<file path="config.mk">
export PLATFORM = sky130hd
export DESIGN_NAME = note_timing_gen
export DESIGN_NICKNAME = d
export VERILOG_FILES = /design/src/rtl/note_timing_pkg.sv /design/src/rtl/ntg_period_sel.sv /design/src/rtl/ntg_step_timer.sv /design/src/rtl/ntg_gate_shaper.sv /design/src/rtl/note_timing_gen.sv
export SDC_FILE = /design/constraint.sdc
export NUM_CORES = 1
export LEC_CHECK = 0
export CAP_MARGIN = 20
export CORE_ASPECT_RATIO = 1.2
export CORE_MARGIN = 2
export CORE_UTILIZATION = 40
export DETAILED_ROUTE_END_ITERATION = 10
export SETUP_SLACK_MARGIN = 0.2
export SLEW_MARGIN = 0
export SYNTH_ARGS = -nofsm -noshare
export SYNTH_HDL_FRONTEND = slang
export SYNTH_HIERARCHICAL = 1
export SYNTH_SLANG_ARGS = --single-unit
</file>
<file path="constraint.sdc">
create_clock -name clk -period 3.48 [get_ports clk]
set_input_delay 0.522 -clock clk [delete_from_list [all_inputs] [get_ports clk]]
set_output_delay 0.522 -clock clk [all_outputs]
set_load 0.01 [all_outputs]
</file>
<file path="src/rtl/note_timing_pkg.sv">
package note_timing_pkg;
  typedef enum logic {
    STEP_IDLE = 1'b0,
    STEP_RUN  = 1'b1
  } step_state_e;
endpackage

</file>
<file path="src/rtl/ntg_period_sel.sv">
// Exponential period selection: one pre-shifted candidate per code value.
module ntg_period_sel #(
  parameter int BASE_W = 16,
  parameter int LEN_W  = 2,
  parameter int PER_W  = 19
) (
  input  logic [BASE_W-1:0] base_period,
  input  logic [LEN_W-1:0]  len_code,
  output logic [PER_W-1:0]  period
);
  localparam int NCODES = 1 << LEN_W;

  logic [BASE_W-1:0] base_eff;
  logic [PER_W-1:0]  cand [NCODES];

  // A zero base would give a zero-length step; promote it to one cycle.
  assign base_eff = (base_period == '0) ? BASE_W'(1) : base_period;

  for (genvar i = 0; i < NCODES; i++) begin : g_cand
    assign cand[i] = PER_W'(base_eff) << i;
  end

  assign period = cand[len_code];
endmodule

</file>
<file path="src/rtl/ntg_step_timer.sv">
// Step sequencing: handshake at step boundaries, elapsed counter, tick.
module ntg_step_timer
  import note_timing_pkg::*;
#(
  parameter int PER_W = 19
) (
  input  logic             clk,
  input  logic             rst_n,
  input  logic             enable,
  input  logic             len_valid,
  input  logic [PER_W-1:0] period_in,
  output logic             len_ready,
  output logic             load,
  output logic             step_tick,
  output logic             running,
  output logic [PER_W-1:0] elapsed
);
  step_state_e      state_q;
  logic [PER_W-1:0] el_q;
  logic [PER_W-1:0] per_q;
  logic             last_c;

  assign running   = (state_q == STEP_RUN);
  assign last_c    = running && (el_q == per_q - 1'b1);
  assign len_ready = enable && (!running || last_c);
  assign load      = len_ready && len_valid;
  assign step_tick = running && (el_q == '0);
  assign elapsed   = el_q;

  always_ff @(posedge clk) begin
    if (!rst_n) begin
      state_q <= STEP_IDLE;
      el_q    <= '0;
      per_q   <= PER_W'(1);
    end else if (load) begin
      state_q <= STEP_RUN;
      el_q    <= '0;
      per_q   <= period_in;
    end else if (last_c) begin
      state_q <= STEP_IDLE;
    end else if (running) begin
      el_q <= el_q + 1'b1;
    end
  end
endmodule

</file>
<file path="src/rtl/ntg_gate_shaper.sv">
// Gate length latched per step, clamped to end before the step's last cycle.
module ntg_gate_shaper #(
  parameter int PER_W  = 19,
  parameter int GATE_W = 8
) (
  input  logic              clk,
  input  logic              rst_n,
  input  logic              load,
  input  logic [PER_W-1:0]  period_in,
  input  logic [GATE_W-1:0] gate_width,
  input  logic              running,
  input  logic [PER_W-1:0]  elapsed,
  output logic              gate
);
  logic [PER_W-1:0] gw_ext;
  logic [PER_W-1:0] limit;
  logic [PER_W-1:0] glen_next;
  logic [PER_W-1:0] glen_q;

  assign gw_ext    = PER_W'(gate_width);
  assign limit     = period_in - 1'b1;
  assign glen_next = (gw_ext < limit) ? gw_ext : limit;

  always_ff @(posedge clk) begin
    if (!rst_n) begin
      glen_q <= '0;
    end else if (load) begin
      glen_q <= glen_next;
    end
  end

  assign gate = running && (elapsed < glen_q);
endmodule

</file>
<file path="src/rtl/note_timing_gen.sv">
module note_timing_gen #(
  parameter int BASE_W = 16,
  parameter int LEN_W  = 2,
  parameter int GATE_W = 8
) (
  input  logic              clk,
  input  logic              rst_n,
  input  logic              enable,
  input  logic [BASE_W-1:0] base_period,
  input  logic [GATE_W-1:0] gate_width,
  input  logic              len_valid,
  output logic              len_ready,
  input  logic [LEN_W-1:0]  len_code,
  output logic              step_tick,
  output logic              gate
);
  localparam int NCODES = 1 << LEN_W;
  localparam int PER_W  = BASE_W + NCODES - 1;

  logic [PER_W-1:0] period;
  logic [PER_W-1:0] elapsed;
  logic             load;
  logic             running;

  ntg_period_sel #(
    .BASE_W(BASE_W), .LEN_W(LEN_W), .PER_W(PER_W)
  ) u_period (
    .base_period(base_period),
    .len_code   (len_code),
    .period     (period)
  );

  ntg_step_timer #(
    .PER_W(PER_W)
  ) u_timer (
    .clk      (clk),
    .rst_n    (rst_n),
    .enable   (enable),
    .len_valid(len_valid),
    .period_in(period),
    .len_ready(len_ready),
    .load     (load),
    .step_tick(step_tick),
    .running  (running),
    .elapsed  (elapsed)
  );

  ntg_gate_shaper #(
    .PER_W(PER_W), .GATE_W(GATE_W)
  ) u_gate (
    .clk       (clk),
    .rst_n     (rst_n),
    .load      (load),
    .period_in (period),
    .gate_width(gate_width),
    .running   (running),
    .elapsed   (elapsed),
    .gate      (gate)
  );
endmodule

</file>
; ---- Yosys cells after proc, flatten, opt, wreduce, memory -nomap -nowiden
; Cells that the tools add are included.
[totals]
input_bits = 30
out_inout_bits = 3
regBits = 58
[op_classes]
n_addsub = 3
order_cmp = 3
n_mux = 7
reduce_logical = 12
n_eq_ne = 1
n_bitwise = 3
[op_table]
columns = op, n
row1 = two-way mux 19 bit, 3
row2 = binary-select mux 19 bit (select 2 bit), 1
row3 = "subtractor 19 x 1 -> 19 bit, second input constant", 2
row4 = "adder 19 x 1 -> 19 bit, second input constant", 1
row5 = equality test 19 bit, 1
row6 = logical NOT 19 bit, 1
row7 = < comparator 19 bit, 1
row8 = < comparator 8 x 19 -> 1 bit, 1
row9 = logical NOT 16 bit, 1
row10 = two-way mux 16 bit, 1
row11 = logical AND 1 bit, 5
row12 = ">= comparator 3 bit, second input constant", 1
row13 = inverter 2 -> 3 bit, 1
row14 = two-way mux 1 bit, 2
row15 = inverter 1 bit, 2
row16 = AND reduction 2 bit, 1
row17 = nonzero test 2 bit, 1
row18 = OR reduction 2 bit, 1
row19 = logical NOT 1 bit, 1
row20 = logical OR 1 bit, 1

; ---- Logic depth before layout (Yosys ltp)
; Gate-level depths: netlist of the first run.
[logic_depth]
word_depth = 8
depth_mapped = 16

; ---- Hierarchy
; Netlist of the first run, hierarchy kept.
[by_module_without_submodules]
columns = module, area_per_inst_um2, n_inst, cells_per_inst
row1 = ntg_step_timer, 3019.1, 1, 381
row2 = ntg_gate_shaper, 1624.1, 1, 191
row3 = ntg_period_sel, 464.2, 1, 47

; ---- Worst setup path after synthesis of the first run
; OpenSTA, ideal clock, no wires.
[synth_path]
path_type = in2reg
start = input port len_code[0]
end = register u_gate.glen_q[2]
path_slack_ps = -279
setup_ps = 129
path_stages = 15
arrival_time_ps = 3630
n_path_buf = 3
cell_sequence = buf_2 > buf_2 > buf_2 > a211oi_1 > a21oi_1 > or4_1 > nor3_1 > xnor2_1 > ha_1 > nor2_1 > nor4_1 > o2111ai_1 > a211oi_2 > o21a_4 > o211ai_1
[synth_via]
elab_chain_cells = 7
[synth_lines]
columns = element, line_no
row1 = from (decl), note_timing_gen.sv:13  ; input logic [LEN_W-1:0] len_code,
row2 = inverter 2 -> 3 bit (implied by the code), ntg_period_sel.sv:23  ; assign period = cand[len_code];
row3 = binary-select mux 19 bit (select 2 bit), ntg_period_sel.sv:23
row4 = two-way mux 19 bit (implied by the code) (2 in series), ntg_period_sel.sv:23
row5 = net period[4], note_timing_gen.sv:20  ; logic [PER_W-1:0] period;
row6 = subtractor 19 x 1 -> 19 bit, ntg_gate_shaper.sv:21  ; assign limit = period_in - 1'b1;
row7 = < comparator 8 x 19 -> 1 bit, ntg_gate_shaper.sv:22  ; assign glen_next = (gw_ext < limit) ? gw_ext : limit;
row8 = two-way mux 19 bit, ntg_gate_shaper.sv:22
row9 = to (signal assigned), ntg_gate_shaper.sv:28  ; glen_q <= glen_next;
row10 = to (decl), ntg_gate_shaper.sv:18  ; logic [PER_W-1:0] glen_q;
; The timed path passes the listed nets, and every way through them passes these cells. The select of a mux whose other input is x is not followed.
; A chain may end at the register's enable or synchronous reset.

; ---- Final worst setup path of the first run
[layout_path]
start = input port base_period[11]
end = register u_gate.glen_q[1]
[layout_via]
elab_chain_cells = 8
[layout_lines]
columns = element, line_no
row1 = from (decl), note_timing_gen.sv:9  ; input logic [BASE_W-1:0] base_period,
row2 = logical NOT 16 bit, ntg_period_sel.sv:17  ; assign base_eff = (base_period == '0) ? BASE_W'(1) : base_period;
row3 = two-way mux 16 bit, ntg_period_sel.sv:17
row4 = binary-select mux 19 bit (select 2 bit), ntg_period_sel.sv:23
row5 = two-way mux 19 bit (implied by the code) (2 in series), ntg_period_sel.sv:23
row6 = net period[2], note_timing_gen.sv:20
row7 = subtractor 19 x 1 -> 19 bit, ntg_gate_shaper.sv:21
row8 = < comparator 8 x 19 -> 1 bit, ntg_gate_shaper.sv:22
row9 = two-way mux 19 bit, ntg_gate_shaper.sv:22
; The timed path passes the listed nets, and every way through them passes these cells. The select of a mux whose other input is x is not followed.

==> metrics.md, run 1 <==
| Metric | Value |
|---|---|
| GR Util met3 | 0.02288 |
| Placer Congestion | 0.9040 |
| Critical path's largest stage delay | 0.54 ns |
| CP arrival | 3.76 ns |
| Finish-stage setup viols | 8 |
| Mux cell area share after synthesis | 0.09946 |
| Antenna fix cells | 0 |
| Actual slew at the worst max-slew pin | 0.6697 ns |
| Setup TNS Final | -0.1734 ns |
| Dpl ws | -0.8166 ns |
| CP cell instances | buf_6 -> or4_4 -> nor4_4 -> buf_4 -> a21oi_4 -> buf_4 -> o22ai_2 -> buf_4 -> nor4_4 -> xnor2_2 -> ha_1 -> a21o_1 -> a211oi_2 -> a211oi_2 -> buf_4 -> o21a_4 -> o311a_1 |
| Fin. Hold Viols | 0 |
| P&R area growth vs syn | 35.57% |
| Worst path required time | between 3 and 4 ns |
| Register area share after synthesis | 0.2273 |
| Post-route ant nets | 0 |
| Synth area leaders | dfxtp_1, ha_1, mux2i_1, nand2_1, o211ai_1 |
| Die W | 107.2 um |
| Outcome | finished with violations |
| Global Route Usage Sum | 0.2236 |
| Upper clock frequency limit | around 280 MHz |
| Setup ws final | -0.06427 ns |
| CP max-delay cell | or4_4 |
| Compound-Gate Fraction of Synth Area | 0.2229 |
| Post-synth EDFFs | 0 |
| Simple-Gate Fraction of Synth Area | 0.2712 |
| First-pass DRT Iterations | 5 |
| IO Count | 33 |
| Leading area contributor after synthesis | dfxtp_1 |
| Gr ovfl total | 0 |
| Tmin final | between 3 and 4 ns |
| Critical Path Sink Type | register |
| Crit path kind | in2reg |
| Mapped Cells | 619 |
| Post-DR vias/cell | 5.735 |
| Layout cell share with drive strength beyond 1 | 0.2880 |
| Switching Share | 0.3172 |
| Power share of the sequential group | 0.301 |
| Hold Path Class | reg2reg |
| Hpwl dp | approximately 11000 um |
| Leakage power | 2.716 nW |
| Final nets | between 800 and 900 |
| Pins Over Slew Limit | 0 |
| Unrepaired setup endpoints after global routing | yes |
| WL final | 15220 um |
| Comb pwr share | 0.336 |
| XOR/XNOR Fraction of Synth Area | 0.04973 |
| Power Dens Cells | around 350 nW/um^2 |
| Initial antenna violation count | 0 |
| Pint | 1.652 mW |
| CTS buffer count | 9 |
| Most frequent cells after synthesis | nand2_1, dfxtp_1, nor2_1 |
| Fin crit share | 1.018 |
| Yosys top cell area share | 0.2273 |
| Failing checks | setup timing |
| H-tree levels | 3 |
| Synth cell types | 72 |
| Clock sink total | 58 |
| Max cap viols | 0 |
| First-pass GRT wire length | about 25000 um |
| Initial core utilization | 0.4068 |
| Asr flop ratio synth | 0 |
| Dominant register cell in the synthesized netlist | dfxtp_1 |
| Total vias in the final route | between 5000 and 6000 |
| Met2 Use GR | 0.4039 |
| GR met1 Demand/Resource | 0.2578 |
| Worst slew margin | 0.5488 |
| FF/Latch Area | 1166 um^2 |
| Std-Cell Rows | 45 |
| Maximum VDD drop | 231.5 uV |
| Global route hottest layer | met2 |
| Average wire per standard cell | around 17 um |
| Syn avg cell area | around 8.3 um^2 |
| Synthesis-stage register bit count | 58 |
| Largest net degree at the start of global routing | 55 |
| Area of the multi-input gates | around 3900 um^2 |
| Worst setup SP type | input pin |
| Port Buf Inserts | 32 |
| FILL cells | 1139 |
| Core Area | around 13000 um^2 |
| Worst-path clk slew | approximately 0.050 ns |
| Clk root buf | clkbuf_16 |
| Worst-path maximum fanout | 6 |
| Post-CTS Hold Fix Bufs | 0 |
| CTS Buffer Depth | 2 |
| DRC violations left | 0 |
| Post-Synthesis Cell Area | 5107 um^2 |
| Clock skew | 0.006341 ns |
| Main combinational cell family by area after synthesis | simple AND/OR/NAND/NOR gates |
| Clk_lat worst skew | around 0.33 ns |
| Psw | between 700 and 800 uW |
| Vias in the first global route | around 5200 |
| Clk pwr share | 0.363 |
| Die Ht | 127.8 um |
| Drt initial violations | 291 |
| CTS tree | yes |
| Yosys warnings | 6 |
| Adder-Cell Fraction of Synth Area | 0.07104 |
| Most frequent cell after synthesis | nand2_1 |
| Die area | around 14000 um^2 |
| Net count after synthesis | 678 |
| Most common cell on crit path | buf_4 |
## per-layer routing
layer | part of all wire | wire length, um | vias up
met1 | 0.41 | 6215 | 2481
li1 | - | - | 2583
met3 | 0.041 | 620 | 29
met2 | 0.52 | 7944 | 149
met5 | 0 | 0 | -
met4 | 0.029 | 442 | 0
## logic make-up (layout without fill, tap and decap cells)
kind of cell    Yosys count  in the layout
compound gates          143            143
xor+xnor                 29             29
fa+ha+maj                29             29
buf+inv                  68            199
flops                    58             58
mux                      42             42
simple gates            250            250
## cell type report
| class | count | area share |
|---|---|---|
| multi-input cells | 493 | 0.5598 |
| repair buffers | 152 | 0.1816 |
| flip-flops and latches | 58 | 0.1684 |
| clock buffers | 15 | 0.04301 |
| well taps | 164 | 0.02964 |
| inverters | 31 | 0.01681 |
| clock inverters | 1 | 0.0007228 |
## placed cells by master (no fill, tap or decap), types with 7 or more instances in the layout
cell type	Yosys	final
clkdlybuf4s15_1	0	8
nand2_1	63	62
xnor2_1	15	12
or4_4	4	7
mux2i_1	35	34
inv_1	31	30
buf_6	4	13
dfxtp_1	58	54
xor2_1	14	12
a21oi_1	24	23
o21ai_0	18	16
and2_1	17	17
a21o_1	9	9
nand4_1	14	14
buf_4	1	109
ha_1	29	25
clkdlybuf4s50_1	0	13
nor2_1	37	36
nor4_1	10	8
nor3_1	18	16
clkbuf_16	0	9
o211ai_1	30	30
nand3_1	32	32
## registers in the layout (all words and copies together), names as in the netlist
name and flops:
u_timer/running 1, u_timer/elapsed 19, u_timer/per_q 19, u_gate/glen_q 19
## per-stage QoR
step	hold slack, ns	utilization	cells	total power [mW]	area (um^2)
finish	0.4563	0.5515	914	2.419	6924
global route	0.4728	0.5515	914	2.526	6924
CTS	0.4596	0.5360	906	2.376	6730
detailed placement	0.4470	0.4952	874	1.464	6217
global placement	0.4423	0.4952	874	1.447	6217
floorplan	0.4298	-	619	1.182	5170
## final timing paths
path	startpoint	endpoint	slack (ns)	cells after the start
hold / removal	u_gate/glen_q[12]$_SDFFE_PN0P_	u_gate/glen_q[12]$_SDFFE_PN0P_	0.46	1
setup reg to reg	u_timer/per_q[0]$_SDFFE_PN1P_	u_gate/glen_q[4]$_SDFFE_PN0P_	0.29	12
setup / recovery	base_period[11]	u_gate/glen_q[1]$_SDFFE_PN0P_	-0.06	17
hold reg to reg	u_gate/glen_q[12]$_SDFFE_PN0P_	u_gate/glen_q[12]$_SDFFE_PN0P_	0.46	1
## worst max-delay path, delay by kind of cell
kind	cells	cell delay (ns)
compound gates	7	1.19
simple gates	3	0.81
buf+inv	5	0.78
fa+ha+maj	1	0.32
xor+xnor	1	0.14
## power by group through the flow
| stage | sequential, mW | clock, mW | combinational (mW) |
|---|---|---|---|
| global placement | 0.737 | 0 | 0.709 |
| detailed placement | 0.739 | 0 | 0.725 |
| global route | 0.732 | 0.917 | 0.877 |
| finish | 0.728 | 0.878 | 0.813 |
| CTS | 0.727 | 0.891 | 0.759 |
| floorplan | 0.729 | 0 | 0.453 |
## timing repair
| action | CTS | global route |
|---|---|---|
| pin swaps | 36 | 32 |
| setup endpoints to repair | 9 | 31 |
| setup buffers | 16 | 8 |
| resized for setup | 66 | 33 |
(Power assumes the default switching activity.)
==> run 2: changes to the inputs <==
--- a/config.mk
+++ b/config.mk
@@ -5,12 +5,14 @@
 export SDC_FILE = /design/constraint.sdc
 export NUM_CORES = 1
 export LEC_CHECK = 0
+export ABC_AREA = 0
 export CAP_MARGIN = 20
 export CORE_ASPECT_RATIO = 1.2
 export CORE_MARGIN = 2
 export CORE_UTILIZATION = 40
 export DETAILED_ROUTE_END_ITERATION = 10
 export SETUP_SLACK_MARGIN = 0.2
+export SKIP_LAST_GASP = 1
 export SLEW_MARGIN = 0
 export SYNTH_ARGS = -nofsm -noshare
 export SYNTH_HDL_FRONTEND = slang
==> results of run 2 <==
The final DEF is identical to that of run 1; final timing and power are the same.
==> run 3: changes to the inputs <==
--- a/config.mk
+++ b/config.mk
@@ -8,7 +8,7 @@
 export ABC_AREA = 0
 export CAP_MARGIN = 20
 export CORE_ASPECT_RATIO = 1.2
-export CORE_MARGIN = 2
+export CORE_MARGIN = 8
 export CORE_UTILIZATION = 40
 export DETAILED_ROUTE_END_ITERATION = 10
 export SETUP_SLACK_MARGIN = 0.2
==> constraint.sdc (replaced) <==
create_clock -name clk -period 4.4 [get_ports clk]
set_input_delay 0.66 -clock clk [delete_from_list [all_inputs] [get_ports clk]]
set_output_delay 0.66 -clock clk [all_outputs]
set_load 0.01 [all_outputs]
==> run 3 against run 2 <==
Net effect: the flow now finishes without violations; combinational power decreased by 36%; global-route usage down 5.8 points; hold slack got worse by 0.00060 ns; die area rose by 22%; final cell count decreased by 8.9%; largest power group unchanged; power is 28% lower.
==> metrics.md, run 3 (synthesis gave the netlist of run 1 again) <==
| Metric | Value |
|---|---|
| Power Dens Cells | 285.3 nW/um^2 (was 349.4 nW/um^2) |
| Critical path's largest stage delay | 0.60 ns (was 0.54 ns) |
| Actual slew at the worst max-slew pin | 1.040 ns (was 0.6697 ns) |
| Worst slew margin | 0.3066 (was 0.5488) |
| H-tree levels | 3 (unchanged) |
| Vias in the first global route | 4650 (was 5171) |
| WL final | 14160 um (was 15220 um) |
| Hpwl dp | 10650 um (was 11470 um) |
| P&R area growth vs syn | 19.30% (was 35.57%) |
| Final nets | 724 (was 804) |
| Unrepaired setup endpoints after global routing | no (was yes) |
| Leakage power | 2.369 nW (was 2.716 nW) |
| Setup ws final | 0.3917 ns (was -0.06427 ns) |
| Outcome | completed (was finished with violations) |
| Clock skew | 0.008588 ns (was 0.006341 ns) |
| Reg-to-reg slack, setup | 0.80 ns (was 0.29 ns) |
| Reg-to-Reg End | u_gate/glen_q[0]$_SDFFE_PN0P_ (was u_gate/glen_q[4]$_SDFFE_PN0P_) |
| Layout cell share with drive strength beyond 1 | 0.1510 (was 0.2880) |
| First-pass GRT wire length | 22990 um (was 24540 um) |
| Dpl ws | -0.05034 ns (was -0.8166 ns) |
| First-pass DRT Iterations | 5 (unchanged) |
| CTS tree | yes (unchanged) |
| Average wire per standard cell | 17.00 um (was 16.65 um) |
| Max cap viols | 0 (unchanged) |
| Initial core utilization | 0.4068 (unchanged) |
| Placer Congestion | 0.8750 (was 0.9040) |
| CTS buffer count | 9 (unchanged) |
| CP cell instances | clkdlybuf4s50_1 -> mux4_2 -> or4_4 -> nor3_4 -> xnor2_2 -> ha_4 -> nor2_1 -> nor4_1 -> o2111ai_1 -> a211oi_2 -> buf_4 -> buf_4 -> o211ai_1 -> o211ai_1 (was buf_6 -> or4_4 -> nor4_4 -> buf_4 -> a21oi_4 -> buf_4 -> o22ai_2 -> buf_4 -> nor4_4 -> xnor2_2 -> ha_1 -> a21o_1 -> a211oi_2 -> a211oi_2 -> buf_4 -> o21a_4 -> o311a_1) |
| Hold Path Class | reg2reg (unchanged) |
| Core Area | 12560 um^2 (unchanged) |
| Initial antenna violation count | 0 (unchanged) |
| Pins Over Slew Limit | 0 (unchanged) |
| DRC violations left | 0 (unchanged) |
| CP delay by family, top | simple AND/OR/NAND/NOR gates (was compound AO/OA/AOI/OAI gates) |
| Clk root buf | clkbuf_16 (unchanged) |
| Global Route Usage Sum | 0.1660 (was 0.2236) |
| Reg2reg path depth | 11 (was 12) |
| Total vias in the final route | 4886 (was 5242) |
| Post-Layout Cell Count | 833 (was 914) |
| Worst-path clk slew | 0.06 ns (was 0.05 ns) |
| CTS Buffer Depth | 2 (unchanged) |
| Worst setup SP type | input pin (unchanged) |
| Fin crit share | 0.9110 |
| Clock sink total | 58 (unchanged) |
| Critical Path Sink Type | register (unchanged) |
| Setup crit end | u_gate/glen_q[3]$_SDFFE_PN0P_ (was u_gate/glen_q[1]$_SDFFE_PN0P_) |
| IO Count | 33 (unchanged) |
| Area of the multi-input gates | 3686 um^2 (was 3876 um^2) |
| FILL cells | 1231 (was 1139) |
| DP Cell Count | 817 (was 874) |
| Fin. Hold Viols | 0 (unchanged) |
| Port Buf Inserts | 32 (unchanged) |
| CP Buf/Inv Count | 3 (was 5) |
| Reg2Reg Launch Point | u_timer/per_q[0]$_SDFFE_PN1P_ (unchanged) |
| Std-Cell Rows | 45 (unchanged) |
| FF/Latch Area | 1161 um^2 (was 1166 um^2) |
| Maximum VDD drop | 184.0 uV (was 231.5 uV) |
| Die W | 119.2 um (was 107.2 um) |
| Largest net degree at the start of global routing | 64 (was 55) |
| CP arrival | 4.26 ns (was 3.76 ns) |
| Crit path kind | in2reg (unchanged) |
| Core Util, Final | 0.4853 (was 0.5515) |
| Clk_lat worst skew | 0.34 ns (was 0.33 ns) |
| Post-CTS Hold Fix Bufs | 0 (unchanged) |
| Upper clock frequency limit | 249.5 MHz |
| Antenna fix cells | 0 (unchanged) |
| Tmin final | approximately 4.0 ns |
| Hold Slack | 0.4557 ns (was 0.4563 ns) |
| CP max-delay cell | clkdlybuf4s50_1 (was or4_4) |
| CP startpoint | len_code[0] (was base_period[11]) |
| Gr ovfl total | 0 (unchanged) |
| WP depth | 14 (was 17) |
| Die Ht | 139.8 um (was 127.8 um) |
| Worst-path maximum fanout | 8 (was 6) |
| Post-DR vias/cell | 5.866 (was 5.735) |
| Finish-stage setup viols | 0 (was 8) |
| Commonest non-fill, non-tap cells in the layout | nand2_1, dfxtp_1, buf_4 (was buf_4, nand2_1, dfxtp_1) |
| Worst path required time | 4.65 ns (was 3.70 ns) |
| Die area | 16650 um^2 (was 13690 um^2) |
| Post-route ant nets | 0 (unchanged) |
| Drt initial violations | 307 (was 291) |
| Commonest non-fill, non-tap cell in the layout | nand2_1 (was buf_4) |
==> run 3: changes by cell type in the layout (fill, tap and decap cells not counted), moves of 4 or more <==
cell / before / now
dfxtp_1: 54 / 58
buf_4: 109 / 40
clkdlybuf4s15_1: 8 / 0
dfxtp_2: 4 / 0
buf_6: 13 / 0
dlymetal6s2s_1: 0 / 15
==> run 3: timing repair <==
action,4_1_cts,5_1_grt
endpoints found under the setup margin,0,9
endpoints found under the hold margin,0,0
buffers inserted,0,1
gates resized for setup,0,23
==> run 3: routing by layer <==
layer  share of wire  global-route usage  vias up  wire length (um)
li1                -                   -     2412                 -
met1            0.43              0.1963     2310              6119
met2            0.50              0.2889      137              7056
met3           0.044             0.02711       27               625
met4           0.025             0.07005        0               359
met5               0                   0        -                 0
==> run 3: power breakdown <==
group          switching [mW]  internal (mW)  leakage (nW)
registers              0.0327          0.548         0.471
logic                   0.295          0.223          1.76
clock network           0.235          0.404         0.138
==> run 3: worst min-delay path by stage <==
stage	from	end	slack (ns)	depth (start not counted)
2_1_floorplan	u_gate/glen_q[10]$_SDFFE_PN0P_	u_gate/glen_q[10]$_SDFFE_PN0P_	0.43	1
3_3_place_gp	u_gate/glen_q[14]$_SDFFE_PN0P_	u_gate/glen_q[14]$_SDFFE_PN0P_	0.44	1
3_5_place_dp	u_gate/glen_q[12]$_SDFFE_PN0P_	u_gate/glen_q[12]$_SDFFE_PN0P_	0.45	1
4_1_cts	u_gate/glen_q[14]$_SDFFE_PN0P_	u_gate/glen_q[14]$_SDFFE_PN0P_	0.46	1
5_1_grt	u_gate/glen_q[9]$_SDFFE_PN0P_	u_gate/glen_q[9]$_SDFFE_PN0P_	0.48	1
6_report	u_gate/glen_q[12]$_SDFFE_PN0P_	u_gate/glen_q[12]$_SDFFE_PN0P_	0.46	1
==> run 3: final cells by class <==
class / count / share of cell area
multi-input combinational: 493 / 0.6049
sequential: 58 / 0.1906
timing repair buffer: 72 / 0.1072
clock buffer: 12 / 0.04209
tap: 164 / 0.03368
inverter: 31 / 0.01910
clock inverter: 3 / 0.002464
==> run 3: metrics by stage <==
stage	cell area (um^2)	TNS, ns	power [mW]
floorplan	5107	0	0.9276
global placement	5739	-0.03675	1.089
detailed placement	5739	-0.09537	1.097
CTS	6011	0	1.737
global route	6093	0	1.827
finish	6093	0	1.739
